## src/rtl/tmul_pkg.sv

```systemverilog
// Shared definitions for the tribble multiply unit: operation codes and
// flag bit positions. Assumes a 4-bit operation code.
package tmul_pkg;

    localparam int OP_W = 4;

    typedef enum logic [OP_W-1:0] {
        OP_MUL_LO   = 4'd0,
        OP_MUL_HROT = 4'd1,
        OP_MUL_HI   = 4'd2,
        OP_SPLIT    = 4'd3,
        OP_BCAST0   = 4'd4,
        OP_BCAST5   = 4'd9,
        OP_DSHL     = 4'd10
    } tmul_op_e;

    localparam int FLG_N = 3;
    localparam int FLG_Z = 2;
    localparam int FLG_T = 1;
    localparam int FLG_R = 0;
    localparam int FLG_W = 4;

endpackage

```

## src/rtl/tmul_lane.sv

```systemverilog
// One lane multiplier: unsigned product of two TRIB_W-bit values, split
// into its upper and lower halves. Purely combinational.
module tmul_lane #(
    parameter int TRIB_W = 6
) (
    input  logic [TRIB_W-1:0] x_i,
    input  logic [TRIB_W-1:0] y_i,
    output logic [TRIB_W-1:0] hi_o,
    output logic [TRIB_W-1:0] lo_o
);
    localparam int PROD_W = 2 * TRIB_W;

    logic [PROD_W-1:0] prod;

    // Full-width unsigned product of the two lanes.
    always_comb begin
        prod = PROD_W'(x_i) * PROD_W'(y_i);
    end

    assign hi_o = prod[PROD_W-1:TRIB_W];
    assign lo_o = prod[TRIB_W-1:0];

endmodule

```

## src/rtl/tmul_array.sv

```systemverilog
// Lane array: optionally broadcasts one lane of A to every position, then
// multiplies lane pairs and packs the upper and lower halves into words.
// Assumes bcast_idx_i < N_TRIB whenever bcast_en_i is high.
module tmul_array #(
    parameter int TRIB_W = 6,
    parameter int N_TRIB = 6
) (
    input  logic [TRIB_W*N_TRIB-1:0]        opa_i,
    input  logic [TRIB_W*N_TRIB-1:0]        opb_i,
    input  logic                            bcast_en_i,
    input  logic [$clog2(N_TRIB)-1:0]       bcast_idx_i,
    output logic [TRIB_W*N_TRIB-1:0]        hi_w_o,
    output logic [TRIB_W*N_TRIB-1:0]        lo_w_o
);
    localparam int IDX_W = $clog2(N_TRIB);

    logic [TRIB_W-1:0] a_lane [N_TRIB];
    logic [TRIB_W-1:0] bc_lane;

    // Picks the lane of A that is broadcast.
    always_comb begin
        bc_lane = '0;
        for (int j = 0; j < N_TRIB; j++) begin
            if (bcast_idx_i == IDX_W'(j)) bc_lane = a_lane[j];
        end
    end

    for (genvar k = 0; k < N_TRIB; k++) begin : g_lane
        logic [TRIB_W-1:0] x_sel;
        assign a_lane[k] = opa_i[k*TRIB_W +: TRIB_W];
        assign x_sel     = bcast_en_i ? bc_lane : a_lane[k];
        tmul_lane #(.TRIB_W(TRIB_W)) u_lane (
            .x_i  (x_sel),
            .y_i  (opb_i[k*TRIB_W +: TRIB_W]),
            .hi_o (hi_w_o[k*TRIB_W +: TRIB_W]),
            .lo_o (lo_w_o[k*TRIB_W +: TRIB_W])
        );
    end

endmodule

```

## src/rtl/tmul_core.sv

```systemverilog
// Operation selector: decodes the code, drives the lane array, forms the
// rotate and shift variants and computes the next flag vector.
// Combinational; the top registers the outputs.
module tmul_core #(
    parameter int TRIB_W = 6,
    parameter int N_TRIB = 6
) (
    input  logic [tmul_pkg::OP_W-1:0]   op_i,
    input  logic [TRIB_W*N_TRIB-1:0]    opa_i,
    input  logic [TRIB_W*N_TRIB-1:0]    opb_i,
    input  logic [tmul_pkg::FLG_W-1:0]  flg_i,
    output logic [TRIB_W*N_TRIB-1:0]    hi_o,
    output logic [TRIB_W*N_TRIB-1:0]    lo_o,
    output logic [tmul_pkg::FLG_W-1:0]  flg_o
);
    import tmul_pkg::*;

    localparam int WORD_W = TRIB_W * N_TRIB;
    localparam int IDX_W  = $clog2(N_TRIB);

    logic              bcast_en;
    logic [OP_W-1:0]   bcast_ofs;
    logic [WORD_W-1:0] hi_w, lo_w, rot_w, dsum, dshl_w;
    logic              ovf;

    // Decodes the broadcast codes and their lane index.
    always_comb begin
        bcast_en  = (op_i >= OP_BCAST0) && (op_i <= OP_BCAST5);
        bcast_ofs = op_i - OP_BCAST0;
    end

    tmul_array #(.TRIB_W(TRIB_W), .N_TRIB(N_TRIB)) u_array (
        .opa_i       (opa_i),
        .opb_i       (opb_i),
        .bcast_en_i  (bcast_en),
        .bcast_idx_i (bcast_ofs[IDX_W-1:0]),
        .hi_w_o      (hi_w),
        .lo_w_o      (lo_w)
    );

    // Forms the rotated high word and the carry-folding shift.
    always_comb begin
        rot_w  = {hi_w[WORD_W-TRIB_W-1:0], hi_w[WORD_W-1 -: TRIB_W]};
        ovf    = |hi_w[WORD_W-1 -: TRIB_W];
        dsum   = opb_i + WORD_W'(flg_i[FLG_T]);
        dshl_w = {dsum[WORD_W-TRIB_W-1:0], opa_i[WORD_W-1 -: TRIB_W]};
    end

    // Selects the result words and the next flags for the operation.
    always_comb begin
        hi_o  = '0;
        lo_o  = '0;
        flg_o = flg_i;
        if (bcast_en || op_i == OP_SPLIT) begin
            hi_o = hi_w;
            lo_o = lo_w;
        end else begin
            case (op_i)
                OP_MUL_LO: begin
                    hi_o         = lo_w;
                    flg_o[FLG_N] = 1'b0;
                    flg_o[FLG_Z] = (lo_w == '0);
                end
                OP_MUL_HI: begin
                    hi_o         = hi_w;
                    flg_o[FLG_N] = 1'b0;
                    flg_o[FLG_Z] = (hi_w == '0);
                end
                OP_MUL_HROT: begin
                    hi_o         = rot_w;
                    flg_o[FLG_N] = 1'b0;
                    flg_o[FLG_Z] = (rot_w == '0);
                    flg_o[FLG_T] = ovf;
                    flg_o[FLG_R] = flg_i[FLG_R] | ovf;
                end
                OP_DSHL: begin
                    hi_o         = dshl_w;
                    flg_o[FLG_N] = dshl_w[WORD_W-1];
                    flg_o[FLG_Z] = (dshl_w == '0);
                end
                default: begin
                    hi_o = '0;
                end
            endcase
        end
    end

endmodule

```

## src/rtl/tmul_unit.sv

```systemverilog
// Top of the tribble multiply unit. Registers the core's results and flags
// when valid_i is high; synchronous active-low reset clears them.
// Assumes the operand width equals TRIB_W*N_TRIB.
module tmul_unit #(
    parameter int TRIB_W = 6,
    parameter int N_TRIB = 6
) (
    input  logic                       clk,
    input  logic                       rst_n,
    input  logic                       valid_i,
    input  logic [3:0]                 op_i,
    input  logic [TRIB_W*N_TRIB-1:0]   opa_i,
    input  logic [TRIB_W*N_TRIB-1:0]   opb_i,
    input  logic [3:0]                 flg_i,
    output logic [TRIB_W*N_TRIB-1:0]   res_hi_o,
    output logic [TRIB_W*N_TRIB-1:0]   res_lo_o,
    output logic [3:0]                 flg_o
);
    import tmul_pkg::*;

    localparam int WORD_W = TRIB_W * N_TRIB;

    logic [WORD_W-1:0] hi_nxt, lo_nxt;
    logic [FLG_W-1:0]  flg_nxt;

    tmul_core #(.TRIB_W(TRIB_W), .N_TRIB(N_TRIB)) u_core (
        .op_i  (op_i),
        .opa_i (opa_i),
        .opb_i (opb_i),
        .flg_i (flg_i),
        .hi_o  (hi_nxt),
        .lo_o  (lo_nxt),
        .flg_o (flg_nxt)
    );

    // Output registers: capture on strobe, clear on reset.
    always_ff @(posedge clk) begin
        if (!rst_n) begin
            res_hi_o <= '0;
            res_lo_o <= '0;
            flg_o    <= '0;
        end else if (valid_i) begin
            res_hi_o <= hi_nxt;
            res_lo_o <= lo_nxt;
            flg_o    <= flg_nxt;
        end
    end

    p_reset_clear_r10: assert property (@(posedge clk)
        !rst_n |=> (res_hi_o == '0 && res_lo_o == '0 && flg_o == '0));

    p_hold_idle_r9: assert property (@(posedge clk) disable iff (!rst_n)
        !valid_i |=> ($stable(res_hi_o) && $stable(res_lo_o) && $stable(flg_o)));

    p_rot_sticky_r4: assert property (@(posedge clk) disable iff (!rst_n)
        (valid_i && op_i == OP_MUL_HROT && flg_i[FLG_R]) |=> (flg_o[FLG_R] && !flg_o[FLG_N]));

    p_rot_ovf_r4: assert property (@(posedge clk) disable iff (!rst_n)
        (valid_i && op_i == OP_MUL_HROT) |=> (flg_o[FLG_T] == (res_hi_o[TRIB_W-1:0] != '0)));

    p_split_flags_r5: assert property (@(posedge clk) disable iff (!rst_n)
        (valid_i && (op_i == OP_SPLIT || (op_i >= OP_BCAST0 && op_i <= OP_BCAST5)))
        |=> (flg_o == $past(flg_i)));

    p_dshl_flags_r8: assert property (@(posedge clk) disable iff (!rst_n)
        (valid_i && op_i == OP_DSHL)
        |=> (flg_o[FLG_N] == res_hi_o[WORD_W-1] && flg_o[FLG_Z] == (res_hi_o == '0)
             && flg_o[FLG_T:FLG_R] == $past(flg_i[FLG_T:FLG_R])));

    p_undef_zero_r11: assert property (@(posedge clk) disable iff (!rst_n)
        (valid_i && op_i > OP_DSHL)
        |=> (res_hi_o == '0 && res_lo_o == '0 && flg_o == $past(flg_i)));

    p_single_lo_r12: assert property (@(posedge clk) disable iff (!rst_n)
        (valid_i && (op_i <= OP_MUL_HI || op_i == OP_DSHL)) |=> (res_lo_o == '0));

    p_mul_zero_r1: assert property (@(posedge clk) disable iff (!rst_n)
        (valid_i && (op_i == OP_MUL_LO || op_i == OP_MUL_HI))
        |=> (!flg_o[FLG_N] && flg_o[FLG_Z] == (res_hi_o == '0)
             && flg_o[FLG_T:FLG_R] == $past(flg_i[FLG_T:FLG_R])));

endmodule

```

## config.mk

```make
export PLATFORM = sky130hd
export DESIGN_NAME = tmul_unit
export DESIGN_NICKNAME = d
export VERILOG_FILES = /design/src/rtl/tmul_pkg.sv /design/src/rtl/tmul_lane.sv /design/src/rtl/tmul_array.sv /design/src/rtl/tmul_core.sv /design/src/rtl/tmul_unit.sv
export SDC_FILE = /design/constraint.sdc
export NUM_CORES = 1
export LEC_CHECK = 0
export BUFFER_PORTS_ARGS = -buffer_cell sky130_fd_sc_hd__buf_4
export CORE_UTILIZATION = 30
export DETAILED_ROUTE_END_ITERATION = 16
export PLACE_DENSITY = 0.49
export SYNTH_ARGS = -nofsm -noshare
export SYNTH_HDL_FRONTEND = slang
export SYNTH_SLANG_ARGS = --single-unit
```

## constraint.sdc

```tcl
create_clock -name clk -period 6.96 [get_ports clk]
set_input_delay 1.392 -clock clk [delete_from_list [all_inputs] [get_ports clk]]
set_output_delay 1.392 -clock clk [all_outputs]
set_load 0.01 [all_outputs]
```

==> results.toml <==
[floorplan]
coreArea_um2 = 37840
die_w_um = 198.4
die_area_um2 = 39340
die_h_um = 198.4
pin_count = 159
start_util_pct = 30.56
core.rowCount = 71

[logic_synthesis]
syn-num-nets = 1735
yosysSeqAreaShare_pct = 13.15
synth_top_area_cell = "fa_1"
yosys_register_bits = 76
synth_cells = 1428
synth_edf_count = 0
synth.area.top_cells = "fa_1 18%, ha_1 13%, dfxtp_1 13%"
avgSynthCellArea_um2 = 8.100
async_flop_share_pct = 0
ys.flop_type = "dfxtp_1"
ys_types = 80
yosysWarnings = 0
netlist.area_leader.share_pct = 17.65
syn_area_um2 = 11570

[clock_network]
cts_root_buf = "clkbuf_16"
max-clock-path-buffers = 2
clk_pin_slew_worst_paths_ns = 0.07
h-tree-depth = 3
cts_tree = "built"
numCtsBuffers = 9
clkSinkCount = 76
cts_hold_buf = 0
ctsResizeCount = 0
worstSkewPairLatency_ns = 0.34
cts_setup_buffers = 0

[setup_path]
r2r_cells = 7
r2r_slack_ns = 5.06
timing.critical_path.buf_inv = 3
critPathLaunchType = "primary input"
endpoint_kind = "register"
criticalPathCategory = "in2reg"
crit_family = "compound AO/OA/AOI/OAI gates"
path_max_fanout = 10
critPathArrivalTime_ns = 6.76
critical_path.slowest_cell = "mux4_2"
cp.depth = 21
cp_cell_sequence = "buf_4 -> mux4_2 -> nor2_1 -> a21oi_1 -> o22a_1 -> o21a_1 -> and2_1 -> fa_1 -> fa_1 -> inv_1 -> fa_1 -> inv_1 -> ha_1 -> o21ai_0 -> a21oi_1 -> o31ai_1 -> a21oi_1 -> xor2_1 -> a221o_1 -> a222oi_1 -> nor2_1"
max_stage_delay_ns = 0.54
cp.required_ns = 7.16

[drt]
met1_length_mm = 19.78
drtPass1Iterations = 7
route.antenna.remaining_nets = 0
routed_via_density = 5.410
vias = 11275
met2_length_mm = 21.77
drtIter0Drc = 1180
wl_mm = 45.88
drc_errors = 0
wl_met3_mm = 2.842
wire_per_inst_um = 22.01
top_layer_used = "met4"

[grt]
antenna_found_initial = 1
grt_pass1_wl_mm = 68.98
grt_overflow_total = 0
grt_usage_pct = 23.55
grt_pass1_vias = 11185
grt_max_degree = 66

[timing]
grt_setup_unrepaired = "false"
setup_tns_ns = 0
fin_crit_sh_pct = 94.28
tightest_slew_ns = 1.073
hold_viol = 0
layout_setup_ws_ns = 0.3984
relSlewSlack_pct = 28.27
fmax_mhz = 152.4
fin_crit_ns = 6.562
slew_violations = 0
finalSetupViolCount = 0
skew_ns = 0

[final_layout]
diodes = 0
area_growth_pct = 18.81
nets = 1875
final_core_util_pct = 36.31
drive_gt1_share_pct = 16.72

[hold_path]
worstHoldPathType = "reg2reg"
hold_depth = 2

[power_and_ir_drop]
p_per_area_nw_per_um2 = 276.2
power_mw = 3.796
swShare_pct = 51.64
leakagePower_nw = 6.368
comb_power_share_pct = 73.2
net-switching-power_mw = 1.960
clock_power_share_pct = 12.2
worst_ir_drop_vdd_uv = 154.5
p_int_mw = 1.836
pwr-share-seq_pct = 14.5

[place]
dp_hpwl_mm = 37.51
io_buffers = 158
gp_congestion = 0.9340
pre_cts_ws_ns = 0.1036

[job]
cap_violations = 0

[run_status]
status = "finished, final reports clean"
-- synthesized netlist by cell type (14+ instances only) --
| library cell | count |
|---|---|
| ha_1 | 122 |
| dfxtp_1 | 76 |
| o21ai_0 | 30 |
| inv_1 | 147 |
| clkbuf_1 | 60 |
| fa_1 | 102 |
| a21oi_1 | 53 |
| nor2_1 | 147 |
| xnor2_1 | 30 |
| and2_1 | 119 |
| a222oi_1 | 30 |
| o21a_1 | 27 |
| nand3_1 | 28 |
| nand2_1 | 140 |
| a22oi_1 | 40 |
| xor2_1 | 37 |
| and3_1 | 19 |
| nor3_1 | 14 |
-- registers in the layout, indices dropped and copies added (netlist names) --
register,count
flg_o,4
res_hi_o,36
res_lo_o,36
-- worst reg2reg max path, stage by stage, from the launching register on --
cell	delay (ns)
dfxtp_1	0.40
nand2_1	0.10
a31oi_1	0.45
nand4_1	0.14
nor4_1	0.25
o2111ai_1	0.21
o22a_1	0.22
o31ai_1	0.06
-- stage by stage --
stage / hold slack [ns] / cells / instance area, um2
2_1_floorplan: 0.4805 / 1428 / 11570
3_3_place_gp: 0.4577 / 2068 / 13450
3_5_place_dp: 0.4578 / 2068 / 13450
4_1_cts: 0.4672 / 2084 / 13740
5_1_grt: 0.4827 / 2084 / 13740
6_report: 0.4696 / 2084 / 13740
-- cells by family after synthesis --
group	Yosys count	share of synthesized area, %
flops	76	13.15
xor+xnor	67	5.074
fa+ha+maj	224	30.85
buf+inv	225	7.637
compound gates	266	16.69
mux	17	1.990
simple gates	553	24.60
-- layout by cell type, fill, tap and decap left out, drive strengths merged, types with 5 or more instances in the layout --
| cell | n |
|---|---|
| a22oi | 40 |
| clkbuf | 9 |
| or3 | 6 |
| fa | 102 |
| nand2b | 11 |
| inv | 152 |
| a21oi | 55 |
| nor2b | 5 |
| xor2 | 37 |
| nand3b | 5 |
| mux2 | 5 |
| nor3 | 16 |
| or4 | 7 |
| nand2 | 141 |
| nor4 | 12 |
| a31oi | 7 |
| dfxtp | 76 |
| a222oi | 30 |
| o31ai | 6 |
| o21ai | 33 |
| ha | 122 |
| nor2 | 147 |
| mux2i | 8 |
| o22ai | 8 |
| and4 | 8 |
| buf | 207 |
| a211oi | 5 |
| o21a | 28 |
| a221oi | 7 |
| a221o | 5 |
| and3 | 19 |
| nand4 | 12 |
| xnor2 | 30 |
| o2bb2ai | 5 |
| nand3 | 28 |
| and2 | 120 |
-- power groups by stage --
stage	registers, mW	clock network [mW]	logic [mW]
5_1_grt	0.556	0.486	3.03
4_1_cts	0.551	0.468	2.76
6_report	0.552	0.463	2.78
3_3_place_gp	0.562	0	2.73
3_5_place_dp	0.560	0	2.74
2_1_floorplan	0.558	0	1.64
-- metal layers --
metal  vias to the layer above  GRT usage [%]
met5                         -              0
met4                         0          6.948
met3                        77          3.032
met2                       442          40.10
met1                      5555          30.85
li1                       5201              -
-- worst paths after layout --
path                            startpoint      endpoint
worst max register to register    flg_o[2]      flg_o[2]
worst max-delay path               op_i[0]  res_hi_o[23]
worst min-delay path              flg_o[1]      flg_o[1]
worst min register to register    flg_o[1]      flg_o[1]
-- area by class of cell --
| type | instances | area (um2) |
|---|---|---|
| clock buffers | 9 | 225.2 |
| fillers | 4058 | 24100 |
| repair buffers | 207 | 1567 |
| inverters | 147 | 551.8 |
| flip-flops and latches | 76 | 1521 |
| multi-input cells | 1127 | 9175 |
| well taps | 511 | 639.4 |
| clock inverters | 7 | 62.56 |
Power figures use the tool's default switching activity.
